File: src/rtl/uftx_pkg.sv
package uftx_pkg;

   typedef enum logic [1:0] {
      WID_7 = 2'd0,
      WID_8 = 2'd1,
      WID_9 = 2'd2
   } width_e;

   typedef struct packed {
      width_e width;
      logic   par_en;
      logic   par_odd;
      logic   stop2;
      logic   wide;
   } line_fmt_t;

   localparam line_fmt_t FMT_RESET = '{width: WID_8, par_en: 1'b0, par_odd: 1'b0,
                                       stop2: 1'b0, wide: 1'b0};

   function automatic width_e decode_width(input logic [1:0] code);
      case (code)
         2'd0:    return WID_7;
         2'd2:    return WID_9;
         default: return WID_8;
      endcase
   endfunction

endpackage

File: src/rtl/uftx_fifo.sv
module uftx_fifo #(
   parameter int DEPTH = 128,
   parameter int W     = 8
) (
   input  logic                         clk,
   input  logic                         rst_n,
   input  logic                         push,
   input  logic [W-1:0]                 din,
   input  logic                         pop_one,
   input  logic                         pop_two,
   output logic                         full,
   output logic [W-1:0]                 head,
   output logic [W-1:0]                 second,
   output logic [$clog2(DEPTH+1)-1:0]   count
);
   localparam int AW   = (DEPTH > 1) ? $clog2(DEPTH) : 1;
   localparam int CW   = $clog2(DEPTH+1);
   localparam bit POW2 = (DEPTH == (1 << AW));

   generate
      if (DEPTH < 2) begin : g_bad_depth
         $error("uftx_fifo: DEPTH must be at least 2");
      end
      if (W < 1) begin : g_bad_width
         $error("uftx_fifo: W must be positive");
      end
   endgenerate

   logic [W-1:0]  mem [DEPTH];
   logic [AW-1:0] wr_ptr, rd_ptr;
   logic [AW-1:0] wr_p1, rd_p1, rd_p2;

   generate
      if (POW2) begin : g_wrap_pow2
         assign wr_p1 = wr_ptr + AW'(1);
         assign rd_p1 = rd_ptr + AW'(1);
         assign rd_p2 = rd_ptr + AW'(2);
      end else begin : g_wrap_mod
         assign wr_p1 = (wr_ptr == AW'(DEPTH-1)) ? '0 : wr_ptr + AW'(1);
         assign rd_p1 = (rd_ptr == AW'(DEPTH-1)) ? '0 : rd_ptr + AW'(1);
         assign rd_p2 = (rd_ptr >= AW'(DEPTH-2)) ? AW'(rd_ptr - AW'(DEPTH-2))
                                                  : rd_ptr + AW'(2);
      end
   endgenerate

   assign full   = (count == CW'(DEPTH));
   assign head   = mem[rd_ptr];
   assign second = mem[rd_p1];

   always_ff @(posedge clk) begin
      if (push) mem[wr_ptr] <= din;
   end

   always_ff @(posedge clk or negedge rst_n) begin
      if (!rst_n) begin
         wr_ptr <= '0;
         rd_ptr <= '0;
         count  <= '0;
      end else begin
         if (push) wr_ptr <= wr_p1;
         if (pop_two)      rd_ptr <= rd_p2;
         else if (pop_one) rd_ptr <= rd_p1;
         count <= count + CW'(push) - (pop_two ? CW'(2) : CW'(pop_one));
      end
   end

   assert_no_overflow_R11: assert property (@(posedge clk) disable iff (!rst_n)
      push |-> (count < CW'(DEPTH)));
   assert_count_bound_R11: assert property (@(posedge clk) disable iff (!rst_n)
      count <= CW'(DEPTH));
   assert_pair_present_R8: assert property (@(posedge clk) disable iff (!rst_n)
      pop_two |-> (count >= CW'(2)));
   assert_no_underflow_R2: assert property (@(posedge clk) disable iff (!rst_n)
      pop_one |-> (count != '0));
endmodule

File: src/rtl/uftx_shifter.sv
module uftx_shifter
   import uftx_pkg::*;
#(
   parameter int DIV_W   = 16,
   parameter int FRAME_W = 13
) (
   input  logic             clk,
   input  logic             rst_n,
   input  logic [DIV_W-1:0] div,
   input  line_fmt_t        fmt,
   input  logic             load,
   input  logic [8:0]       data9,
   output logic             tx,
   output logic             active,
   output logic             free
);
   localparam int LEN_W = $clog2(FRAME_W + 1);

   generate
      if (FRAME_W < 13) begin : g_bad_frame
         $error("uftx_shifter: FRAME_W must hold start, 9 data, parity and 2 stop bits");
      end
      if (DIV_W < 1) begin : g_bad_div
         $error("uftx_shifter: DIV_W must be positive");
      end
   endgenerate

   logic [FRAME_W-1:0] sreg, frame;
   logic [LEN_W-1:0]   bits_left, flen;
   logic [DIV_W-1:0]   cnt, div_m1;
   logic               last;

   // Build the whole frame from the current format when a character is taken.
   always_comb begin
      int  nd;
      logic use_par;
      logic [7:0] pmask;
      nd      = (fmt.width == WID_7) ? 7 : (fmt.width == WID_9) ? 9 : 8;
      use_par = fmt.par_en && (fmt.width != WID_9);
      pmask   = (fmt.width == WID_7) ? 8'h7F : 8'hFF;
      frame    = '1;
      frame[0] = 1'b0;
      for (int i = 0; i < 9; i++) begin
         if (i < nd) frame[1+i] = data9[i];
      end
      if (use_par) frame[1+nd] = fmt.par_odd ^ (^(data9[7:0] & pmask));
      flen = LEN_W'(2 + nd + (use_par ? 1 : 0) + (fmt.stop2 ? 1 : 0));
   end

   assign div_m1 = (div == '0) ? '0 : div - DIV_W'(1);
   assign last   = active && (cnt == '0) && (bits_left == '0);
   assign free   = !active || last;
   assign tx     = sreg[0];

   always_ff @(posedge clk or negedge rst_n) begin
      if (!rst_n) begin
         sreg      <= '1;
         bits_left <= '0;
         cnt       <= '0;
         active    <= 1'b0;
      end else if (load) begin
         sreg      <= frame;
         bits_left <= flen - LEN_W'(1);
         cnt       <= div_m1;
         active    <= 1'b1;
      end else if (active) begin
         if (cnt == '0) begin
            if (bits_left == '0) begin
               active <= 1'b0;
               sreg   <= '1;
            end else begin
               sreg      <= {1'b1, sreg[FRAME_W-1:1]};
               bits_left <= bits_left - LEN_W'(1);
               cnt       <= div_m1;
            end
         end else begin
            cnt <= cnt - DIV_W'(1);
         end
      end
   end

   assert_idle_high_R1: assert property (@(posedge clk) disable iff (!rst_n)
      !active |-> tx);
   assert_start_low_R2: assert property (@(posedge clk) disable iff (!rst_n)
      load |=> !tx);
   assert_stop_high_R2: assert property (@(posedge clk) disable iff (!rst_n)
      last |-> tx);
   assert_load_when_free_R10: assert property (@(posedge clk) disable iff (!rst_n)
      load |-> free);
endmodule

File: src/rtl/uart_fifo_tx.sv
module uart_fifo_tx
   import uftx_pkg::*;
#(
   parameter int CLK_HZ = 50_000_000,
   parameter int BAUD   = 9600,
   parameter int DIV_W  = 16,
   parameter int DEPTH  = 128
) (
   input  logic             clk,
   input  logic             rst_n,
   input  logic             cfg_wr,
   input  logic [DIV_W-1:0] cfg_div,
   input  logic [1:0]       cfg_width,
   input  logic             cfg_par_en,
   input  logic             cfg_par_odd,
   input  logic             cfg_stop2,
   input  logic             cfg_wide,
   input  logic             wr_valid,
   input  logic [7:0]       wr_data,
   output logic             wr_ready,
   output logic             tx,
   output logic             busy
);
   localparam int RESET_DIV = (CLK_HZ + BAUD / 2) / BAUD;
   localparam int CW        = $clog2(DEPTH + 1);

   generate
      if (BAUD < 1 || RESET_DIV < 1) begin : g_bad_rate
         $error("uart_fifo_tx: CLK_HZ/BAUD must give a divisor of at least 1");
      end
      if (RESET_DIV >= (64'd1 << DIV_W)) begin : g_div_range
         $error("uart_fifo_tx: reset divisor does not fit in DIV_W bits");
      end
   endgenerate

   line_fmt_t        fmt_q;
   logic [DIV_W-1:0] div_q;

   always_ff @(posedge clk or negedge rst_n) begin
      if (!rst_n) begin
         fmt_q <= FMT_RESET;
         div_q <= DIV_W'(RESET_DIV);
      end else if (cfg_wr) begin
         fmt_q <= '{width: decode_width(cfg_width), par_en: cfg_par_en,
                    par_odd: cfg_par_odd, stop2: cfg_stop2, wide: cfg_wide};
         div_q <= cfg_div;
      end
   end

   logic          full, push, pop_one, pop_two, load, avail, wide9, active, free;
   logic [7:0]    head, second;
   logic [CW-1:0] count;
   logic [8:0]    data9;

   assign wr_ready = !full;
   assign push     = wr_valid && !full;
   assign wide9    = fmt_q.wide && (fmt_q.width == WID_9);
   assign avail    = wide9 ? (count >= CW'(2)) : (count != '0);
   assign load     = free && avail;
   assign pop_one  = load && !wide9;
   assign pop_two  = load && wide9;
   assign data9    = {wide9 ? second[0] : 1'b0, head};
   assign busy     = (count != '0) || active;

   uftx_fifo #(.DEPTH(DEPTH), .W(8)) u_fifo (
      .clk     (clk),
      .rst_n   (rst_n),
      .push    (push),
      .din     (wr_data),
      .pop_one (pop_one),
      .pop_two (pop_two),
      .full    (full),
      .head    (head),
      .second  (second),
      .count   (count)
   );

   uftx_shifter #(.DIV_W(DIV_W), .FRAME_W(13)) u_shift (
      .clk    (clk),
      .rst_n  (rst_n),
      .div    (div_q),
      .fmt    (fmt_q),
      .load   (load),
      .data9  (data9),
      .tx     (tx),
      .active (active),
      .free   (free)
   );

   assert_busy_end_R12: assert property (@(posedge clk) disable iff (!rst_n)
      $fell(busy) |-> tx);
   assert_half_pair_quiet_R8: assert property (@(posedge clk) disable iff (!rst_n)
      (wide9 && count == CW'(1) && !active) |=> tx);
   assert_full_not_ready_R11: assert property (@(posedge clk) disable iff (!rst_n)
      (count == CW'(DEPTH)) |-> !wr_ready);
endmodule

File: config.mk
export PLATFORM = sky130hd
export DESIGN_NAME = uart_fifo_tx
export DESIGN_NICKNAME = d
export VERILOG_FILES = /design/src/rtl/uftx_pkg.sv /design/src/rtl/uftx_fifo.sv /design/src/rtl/uftx_shifter.sv /design/src/rtl/uart_fifo_tx.sv
export SDC_FILE = /design/constraint.sdc
export NUM_CORES = 1
export LEC_CHECK = 0
export ABC_CLOCK_PERIOD_IN_PS = 6000
export BUFFER_PORTS_ARGS = -buffer_cell sky130_fd_sc_hd__buf_2
export CAP_MARGIN = 5
export CORE_MARGIN = 1.5
export CORE_UTILIZATION = 53
export CTS_BUF_LIST = sky130_fd_sc_hd__clkbuf_16
export DETAILED_ROUTE_END_ITERATION = 16
export PLACE_DENSITY = 0.69
export SLEW_MARGIN = 10
export SYNTH_ARGS = -nofsm -noshare
export SYNTH_HDL_FRONTEND = slang
export SYNTH_SLANG_ARGS = --single-unit
File: constraint.sdc
create_clock -name clk -period 6 [get_ports clk]
set_input_delay 0.6 -clock clk [delete_from_list [all_inputs] [get_ports clk]]
set_output_delay 0.6 -clock clk [all_outputs]
set_load 0.1 [all_outputs]
==> results of run 1 <==
[cell type report]
cell class / count / area [um2] / share of cell area (%)
clock buffer: 108 / 2700 / 5.35
clock inverter: 87 / 965 / 1.91
inverter: 27 / 101 / 0.201
tap: 1144 / 1430 / 2.83
multi-input combinational: 1210 / 11900 / 23.6
sequential: 1102 / 32700 / 64.8
timing repair buffer: 86 / 632 / 1.25
[routing by layer]
metal / up-vias / GRT usage (%) / share of wire [%]
met3: 264 / 5.06 / 8.8
met4: 2 / 10.7 / 4.0
met2: 1225 / 40.7 / 47
met1: 12797 / 35.9 / 40
li1: 10207 / - / -
met5: - / 0 / 0.013
[cells by family (layout without fill, tap and decap cells)]
family                   after synthesis  in the layout  share of synthesized area, %
XOR/XNOR                              36             36                         0.690
AO/OA/AOI/OAI                        324            324                          4.98
buffers and inverters                173            308                          2.38
adder cells (fa/ha/maj)               27             27                         0.756
AND/OR/NAND/NOR                      397            397                          3.86
flip-flops                          1102           1102                          71.6
multiplexers                         426            426                          15.7
[through the flow]
step / area [um2] / total power (uW) / setup slack (ns) / utilization [%]
after floorplan: 45700 / 9990 / 2.34 / -
after global placement: 46800 / 10500 / 1.30 / 54.9
after detailed placement: 46800 / 10500 / 1.30 / 54.9
after CTS: 50500 / 17400 / 1.31 / 59.2
after global routing: 50500 / 17900 / 1.06 / 59.2
final: 50500 / 17400 / 1.32 / 59.2
[worst max-delay path: cells and delay by family (launching register included)]
kind,cells,cell delay (ns)
DFF,1,0.74
adders and majority gates,1,0.94
and+or+nand+nor,1,0.11
muxes,4,1.81
AOI/OAI and AO/OA,4,0.65
buffers and inverters,1,0.32
[state kept, by name, indices dropped and copies added, names as in the netlist]
signal	count
u_fifo.mem	1024
u_shift.bits_left	4
div_q	16
u_fifo.rd_ptr	7
u_shift.sreg	13
u_shift.active	1
fmt_q	6
u_shift.cnt	16
u_fifo.count	8
u_fifo.wr_ptr	7
[Yosys cell counts (8+ instances only)]
cell type,number,area [um2]
edfxtp_1,1024,30700
mux4_2,217,4890
nor2_1,172,646
mux2i_1,163,1630
nand2_1,100,375
clkbuf_1,65,244
o21ai_0,62,310
a21oi_1,59,295
dfrtp_1,59,1480
mux2_2,35,394
a221oi_1,32,280
o221ai_1,32,280
nor3_1,27,135
ha_1,26,325
inv_1,26,97.6
nand3_1,24,120
buf_2,22,110
xnor2_1,21,184
dfstp_2,19,499
o22ai_1,19,119
buf_6,17,191
a22o_1,15,131
xor2_1,15,131
nor2b_1,14,87.6
a211o_1,13,114
buf_1,13,48.8
buf_8,13,195
or3_1,13,81.3
a22oi_1,12,90.1
o211ai_1,12,90.1
mux4_1,10,263
a31oi_1,9,56.3
buf_4,9,67.6
a211oi_1,8,60.1
nand2b_1,8,50.1
[worst paths after layout]
check                                              from                            to  slack, ns  cells after the start
max                        u_fifo.rd_ptr[1]$_DFFE_PN0P_   u_shift.sreg[9]$_DFFE_PN1P_       1.32                     11
min                                               rst_n   u_shift.cnt[10]$_DFFE_PN0P_       0.09                      1
max reg2reg                u_fifo.rd_ptr[1]$_DFFE_PN0P_   u_shift.sreg[9]$_DFFE_PN1P_       1.32                     11
min reg2reg                 u_shift.sreg[2]$_DFFE_PN1P_   u_shift.sreg[2]$_DFFE_PN1P_       0.46                      2
max in group asynchronous                         rst_n  u_fifo.rd_ptr[0]$_DFFE_PN0P_       5.08                      1
min in group clk                             wr_data[6]   u_fifo.mem[79][6]$_DFFE_PP_       0.12                      1
[power by group]
group	leakage (uW)	switching (uW)	internal, uW	total, uW
combinational	0.00526	952	537	1490
sequential	0.0101	192	8690	8880
clock	0.00182	2900	4100	7000
total	0.0172	4040	13300	17400
==> run metrics, run 1 <==
fin crit period=4.68 ns; initial antenna violation count=1; most frequent cells in the layout=edfxtp_1 (1024), mux4_2 (217), nor2_1 (172); Antenna diodes=0; Yosys reg bits=1102; GRT overflow=0; fin crit share=77.9%; Final #Nets=2594; CTS Root Cell=clkbuf_16; H-Tree Depth=3; max_cap viols=0; initial drt markers=2813; worst-path cell chain=ha_2 -> buf_4 -> mux4_2 -> mux4_2 -> mux4_2 -> mux2_2 -> a211o_1 -> o211ai_1 -> a31oi_1 -> a21oi_1 -> nand3_1; unrepaired setup endpoints after global routing=no; die width=slightly below 300 um; Placed Cells incl. Taps=3569; crit start category=flop; Resized cells post-CTS=0; via count=24.5k; Min-Delay Path Class=in -> async; Synth Net Count=between 2k and 3k; DRT Pass-1 Iters=6; Worst Path Required=between 6 and 7 ns; Syn Area/Cell=18.4 um2; CP max FO=between 40 and 50; clk_skew=~0.026 ns; cells after synthesis=2485; clock slew at reported path FFs=0.06 ns; DR DRC count=0; Vias/cell=6.51; Worst-Skew Late Latency=roughly 0.7 ns; core area=85300 um2; Bufs on Longest Clock Path=3; Slowest cell on crit path=ha_2; worst slew pin tran=1.29 ns; clk sinks=1102; static leakage=around 0.017 uW; Total GRT Usage=25.9%; CTS tree=yes; normalized max-slew margin=13.8%; pwr/cell area=344 nW/um2; synth-to-layout area growth=10.5%; Setup-failing EPs final=0; Distinct cells, synth=71; Fin. Hold Viols=0; Routed wire per std cell=29.8 um; asr flop ratio synth=7.08%; worst vdd ir=0.000260 V; WS Path Type=reg -> reg; Post-Route WL=112000 um; max incr delay on CP=approximately 0.94 ns; WHS=0.0889 ns; cts-stage hold buffer count=0; most common cell after layout, fill and taps aside=edfxtp_1; row count=107; run status=finished clean; Netlist Area Pre-Place=between 40000 and 50000 um2; top-level port count=37; setup TNS=0 ns; Yosys Warn Count=0; Detail Route Antenna Nets=0; largest net degree at the start of global routing=129; sequential share of the synthesized area=71.6%; Layout fillers=6128; routability cong.=0.903; initial core utilization=53.6%; post-CTS setup repair buffer count=0; Post-DP HPWL=70100 um; endpoint type of the worst setup path=flop; Num CTS Buffers=106; ys flop type=edfxtp_1; Max Slew Vio Count=0; number of flops mapped to enable cells by yosys=1024; post-route insts no fill=3764; Port-buffer cells=36; layout cells sized above 1=20.5%; global-route wire length before repair=approximately 160000 um; Max Freq=0.214 GHz; die height=~300 um; die area=around 88000 um2; vias in the first global route=24.6k; most used cell, CP=mux4_2; CP arrival=5.29 ns
No activity file was read; power rests on OpenSTA's default activity.
==> run 2: changes to the inputs <==
--- a/config.mk
+++ b/config.mk
@@ -5,14 +5,14 @@
 export SDC_FILE = /design/constraint.sdc
 export NUM_CORES = 1
 export LEC_CHECK = 0
-export ABC_CLOCK_PERIOD_IN_PS = 6000
+export ABC_CLOCK_PERIOD_IN_PS = 4200
 export BUFFER_PORTS_ARGS = -buffer_cell sky130_fd_sc_hd__buf_2
 export CAP_MARGIN = 5
 export CORE_MARGIN = 1.5
 export CORE_UTILIZATION = 53
 export CTS_BUF_LIST = sky130_fd_sc_hd__clkbuf_16
 export DETAILED_ROUTE_END_ITERATION = 16
-export PLACE_DENSITY = 0.69
+export PLACE_DENSITY = 0.71
 export SLEW_MARGIN = 10
 export SYNTH_ARGS = -nofsm -noshare
 export SYNTH_HDL_FRONTEND = slang
==> constraint.sdc (replaced) <==
create_clock -name clk -period 4.2 [get_ports clk]
set_input_delay 0.42 -clock clk [delete_from_list [all_inputs] [get_ports clk]]
set_output_delay 0.42 -clock clk [all_outputs]
set_load 0.1 [all_outputs]
==> run metrics, run 2 (synthesis results as in run 1) <==
die height=297 um (unchanged); H-Tree Depth=3 (unchanged); Worst-Skew Late Latency=0.71 ns (was 0.70 ns); Detail Route Antenna Nets=0 (unchanged); crit start category=flop (unchanged); max FFs per register=1024 (unchanged); Bufs on Longest Clock Path=3 (unchanged); run status=finished clean (unchanged); Num CTS Buffers=107 (was 106); Final #Nets=2718 (was 2594); setup slack at placement=-0.116 ns (was 1.30 ns); slack of the critical path=0.0439 ns (was 1.32 ns); Min-Delay Path Class=in -> reg (was in -> async); global-route wire length before repair=163000 um (was 164000 um); Slowest cell on crit path=mux4_2 (was ha_2); static leakage=0.0178 uW (was 0.0172 uW); Top reg by flops=u_fifo.mem (unchanged); routability cong.=0.922 (was 0.903); clk_skew=0.0516 ns (was 0.0263 ns); Post-DP HPWL=70700 um (was 70100 um); layout cells sized above 1=23.2% (was 20.5%); Routed wire per std cell=28.6 um (was 29.8 um); max_cap viols=0 (unchanged); endpoint type of the worst setup path=flop (unchanged); Max Slew Vio Count=0 (unchanged); fin crit share=99.0% (was 77.9%); CP arrival=4.81 ns (was 5.29 ns); die width=297 um (unchanged); largest net degree at the start of global routing=129 (unchanged); RR Endpoint=u_shift.sreg[9]$_DFFE_PN1P_ (unchanged); WS Path Type=reg -> reg (unchanged); Vias/cell=6.45 (was 6.51); WHS=0.269 ns (was 0.0889 ns); Fin. Hold Viols=0 (unchanged); max incr delay on CP=0.56 ns (was 0.94 ns); initial core utilization=53.6% (unchanged); Endpoint, Worst Hold=div_q[0]$_DFFE_PN0P_; Post-Route WL=111000 um (was 112000 um); worst r2r src=u_fifo.rd_ptr[0]$_DFFE_PN0P_ (was u_fifo.rd_ptr[1]$_DFFE_PN0P_); Antenna diodes=0 (unchanged); initial drt markers=2948 (was 2813); Largest delay share family, worst path=compound AO/OA/AOI/OAI gates (was multiplexers); FF-to-FF path depth=12 (was 11); CP max FO=37 (was 41); unrepaired setup endpoints after global routing=no (unchanged); DR DRC count=0 (unchanged); post-CTS setup repair buffer count=0 (unchanged); normalized max-slew margin=19.8% (was 13.8%); most common cell after layout, fill and taps aside=edfxtp_1 (unchanged); Max Freq=0.241 GHz (was 0.214 GHz); worst vdd ir=0.000324 V (was 0.000260 V); Worst Min Path Start=cfg_wr; via count=25.1k (was 24.5k); worst slew pin tran=1.20 ns (was 1.29 ns); fin crit period=4.16 ns (was 4.68 ns); row count=107 (unchanged); top-level port count=37 (unchanged); CTS tree=yes (unchanged); Total GRT Usage=25.5% (was 25.9%); clk sinks=1102 (unchanged); initial antenna violation count=1 (unchanged); Setup-failing EPs final=0 (unchanged); setup TNS=0 ns (unchanged); most used cell, CP=buf_12 (was mux4_2); synth-to-layout area growth=12.8% (was 10.5%); DRT Pass-1 Iters=6 (unchanged); CTS Root Cell=clkbuf_16 (unchanged); worst hold stages=3; most frequent cells in the layout=edfxtp_1 (1024), mux4_2 (217), nor2_1 (172) (unchanged); pwr/cell area=477 nW/um2 (was 344 nW/um2); Worst Path Required=4.85 ns (was 6.61 ns); Core Util, Final=60.5% (was 59.2%); slack of the worst reg-to-reg path=0.04 ns (was 1.32 ns); vias in the first global route=25.1k (was 24.6k); clock slew at reported path FFs=0.07 ns (was 0.06 ns); GRT overflow=0 (unchanged); die area=88000 um2 (unchanged); Port-buffer cells=36 (unchanged); Buf+Inv Stages, Crit Path=2 (was 1); worst-path cell chain=buf_12 -> buf_12 -> mux4_2 -> a22o_1 -> a211oi_1 -> a21oi_1 -> a221oi_2 -> o21ai_0 -> a211o_1 -> and2_4 -> or3_1 -> nand3_1 (was ha_2 -> buf_4 -> mux4_2 -> mux4_2 -> mux4_2 -> mux2_2 -> a211o_1 -> o211ai_1 -> a31oi_1 -> a21oi_1 -> nand3_1); Largest regs=u_fifo.mem x1024, div_q x16, u_shift.cnt x16 (unchanged); core area=85300 um2 (unchanged)
==> run 2: layer usage <==
| layer | track usage [%] | up-vias | wire length, um |
|---|---|---|---|
| met4 | 9.46 | 0 | 3980 |
| met3 | 4.20 | 235 | 9470 |
| li1 | - | 10466 | - |
| met1 | 35.8 | 13054 | 44500 |
| met5 | 0 | - | 0 |
| met2 | 40.7 | 1321 | 53300 |
==> run 2: worst max path at each step <==
stage | start | endpoint | slack (ns) | cells after the start
final | u_fifo.rd_ptr[0]$_DFFE_PN0P_ | u_shift.sreg[9]$_DFFE_PN1P_ | 0.04 | 12
after detailed placement | u_fifo.rd_ptr[0]$_DFFE_PN0P_ | u_shift.sreg[9]$_DFFE_PN1P_ | -0.12 | 12
after floorplan | u_shift.cnt[8]$_DFFE_PN0P_ | u_fifo.count[7]$_DFF_PN0_ | 0.54 | 15
after global placement | u_fifo.rd_ptr[0]$_DFFE_PN0P_ | u_shift.sreg[9]$_DFFE_PN1P_ | -0.15 | 12
after CTS | u_fifo.rd_ptr[0]$_DFFE_PN0P_ | u_shift.sreg[8]$_DFFE_PN1P_ | 0.13 | 12
after global routing | u_fifo.rd_ptr[0]$_DFFE_PN0P_ | u_shift.sreg[8]$_DFFE_PN1P_ | 0.0004 | 12
==> run 2: metrics by stage <==
step	instances	total power [uW]	area, um2
finish	3888	24600	51600
global route	3888	25300	51600
CTS	3888	24700	51600
detailed placement	3669	15100	47800
global placement	3669	15000	47800
floorplan	2485	14300	45700
==> run 2: layout make-up <==
class | count | area [um2]
Multi-Input combinational cell | 1210 | 11900
Clock buffer | 107 | 2680
Fill cell | 5944 | 33700
Inverter | 27 | 101
Timing Repair Buffer | 209 | 1810
Clock inverter | 89 | 872
Sequential cell | 1102 | 32700
Tap cell | 1144 | 1430
==> run 2: timing repair <==
action / 4_1_cts / 5_1_grt
pin swaps: 0 / 0
endpoints found under the setup margin: 2 / 3
resized for setup: 1 / 4
hold endpoints to repair: 65 / 0
hold buffers: 23 / 0
==> run 2: worst reg2reg max path: stages, from the launching register on <==
cell	delay [ns]
dfrtp_4	0.48
buf_12	0.15
buf_12	0.27
mux4_2	0.60
a22o_1	0.24
a211oi_1	0.48
a21oi_1	0.22
a221oi_2	0.55
o21ai_0	0.21
a211o_1	0.33
and2_4	0.17
or3_1	0.31
nand3_1	0.11
==> run 2: power by group <==
part	internal (uW)	total (uW)	switching, uW
logic	859	2260	1400
clock network	5480	9670	4190
registers	12400	12700	267
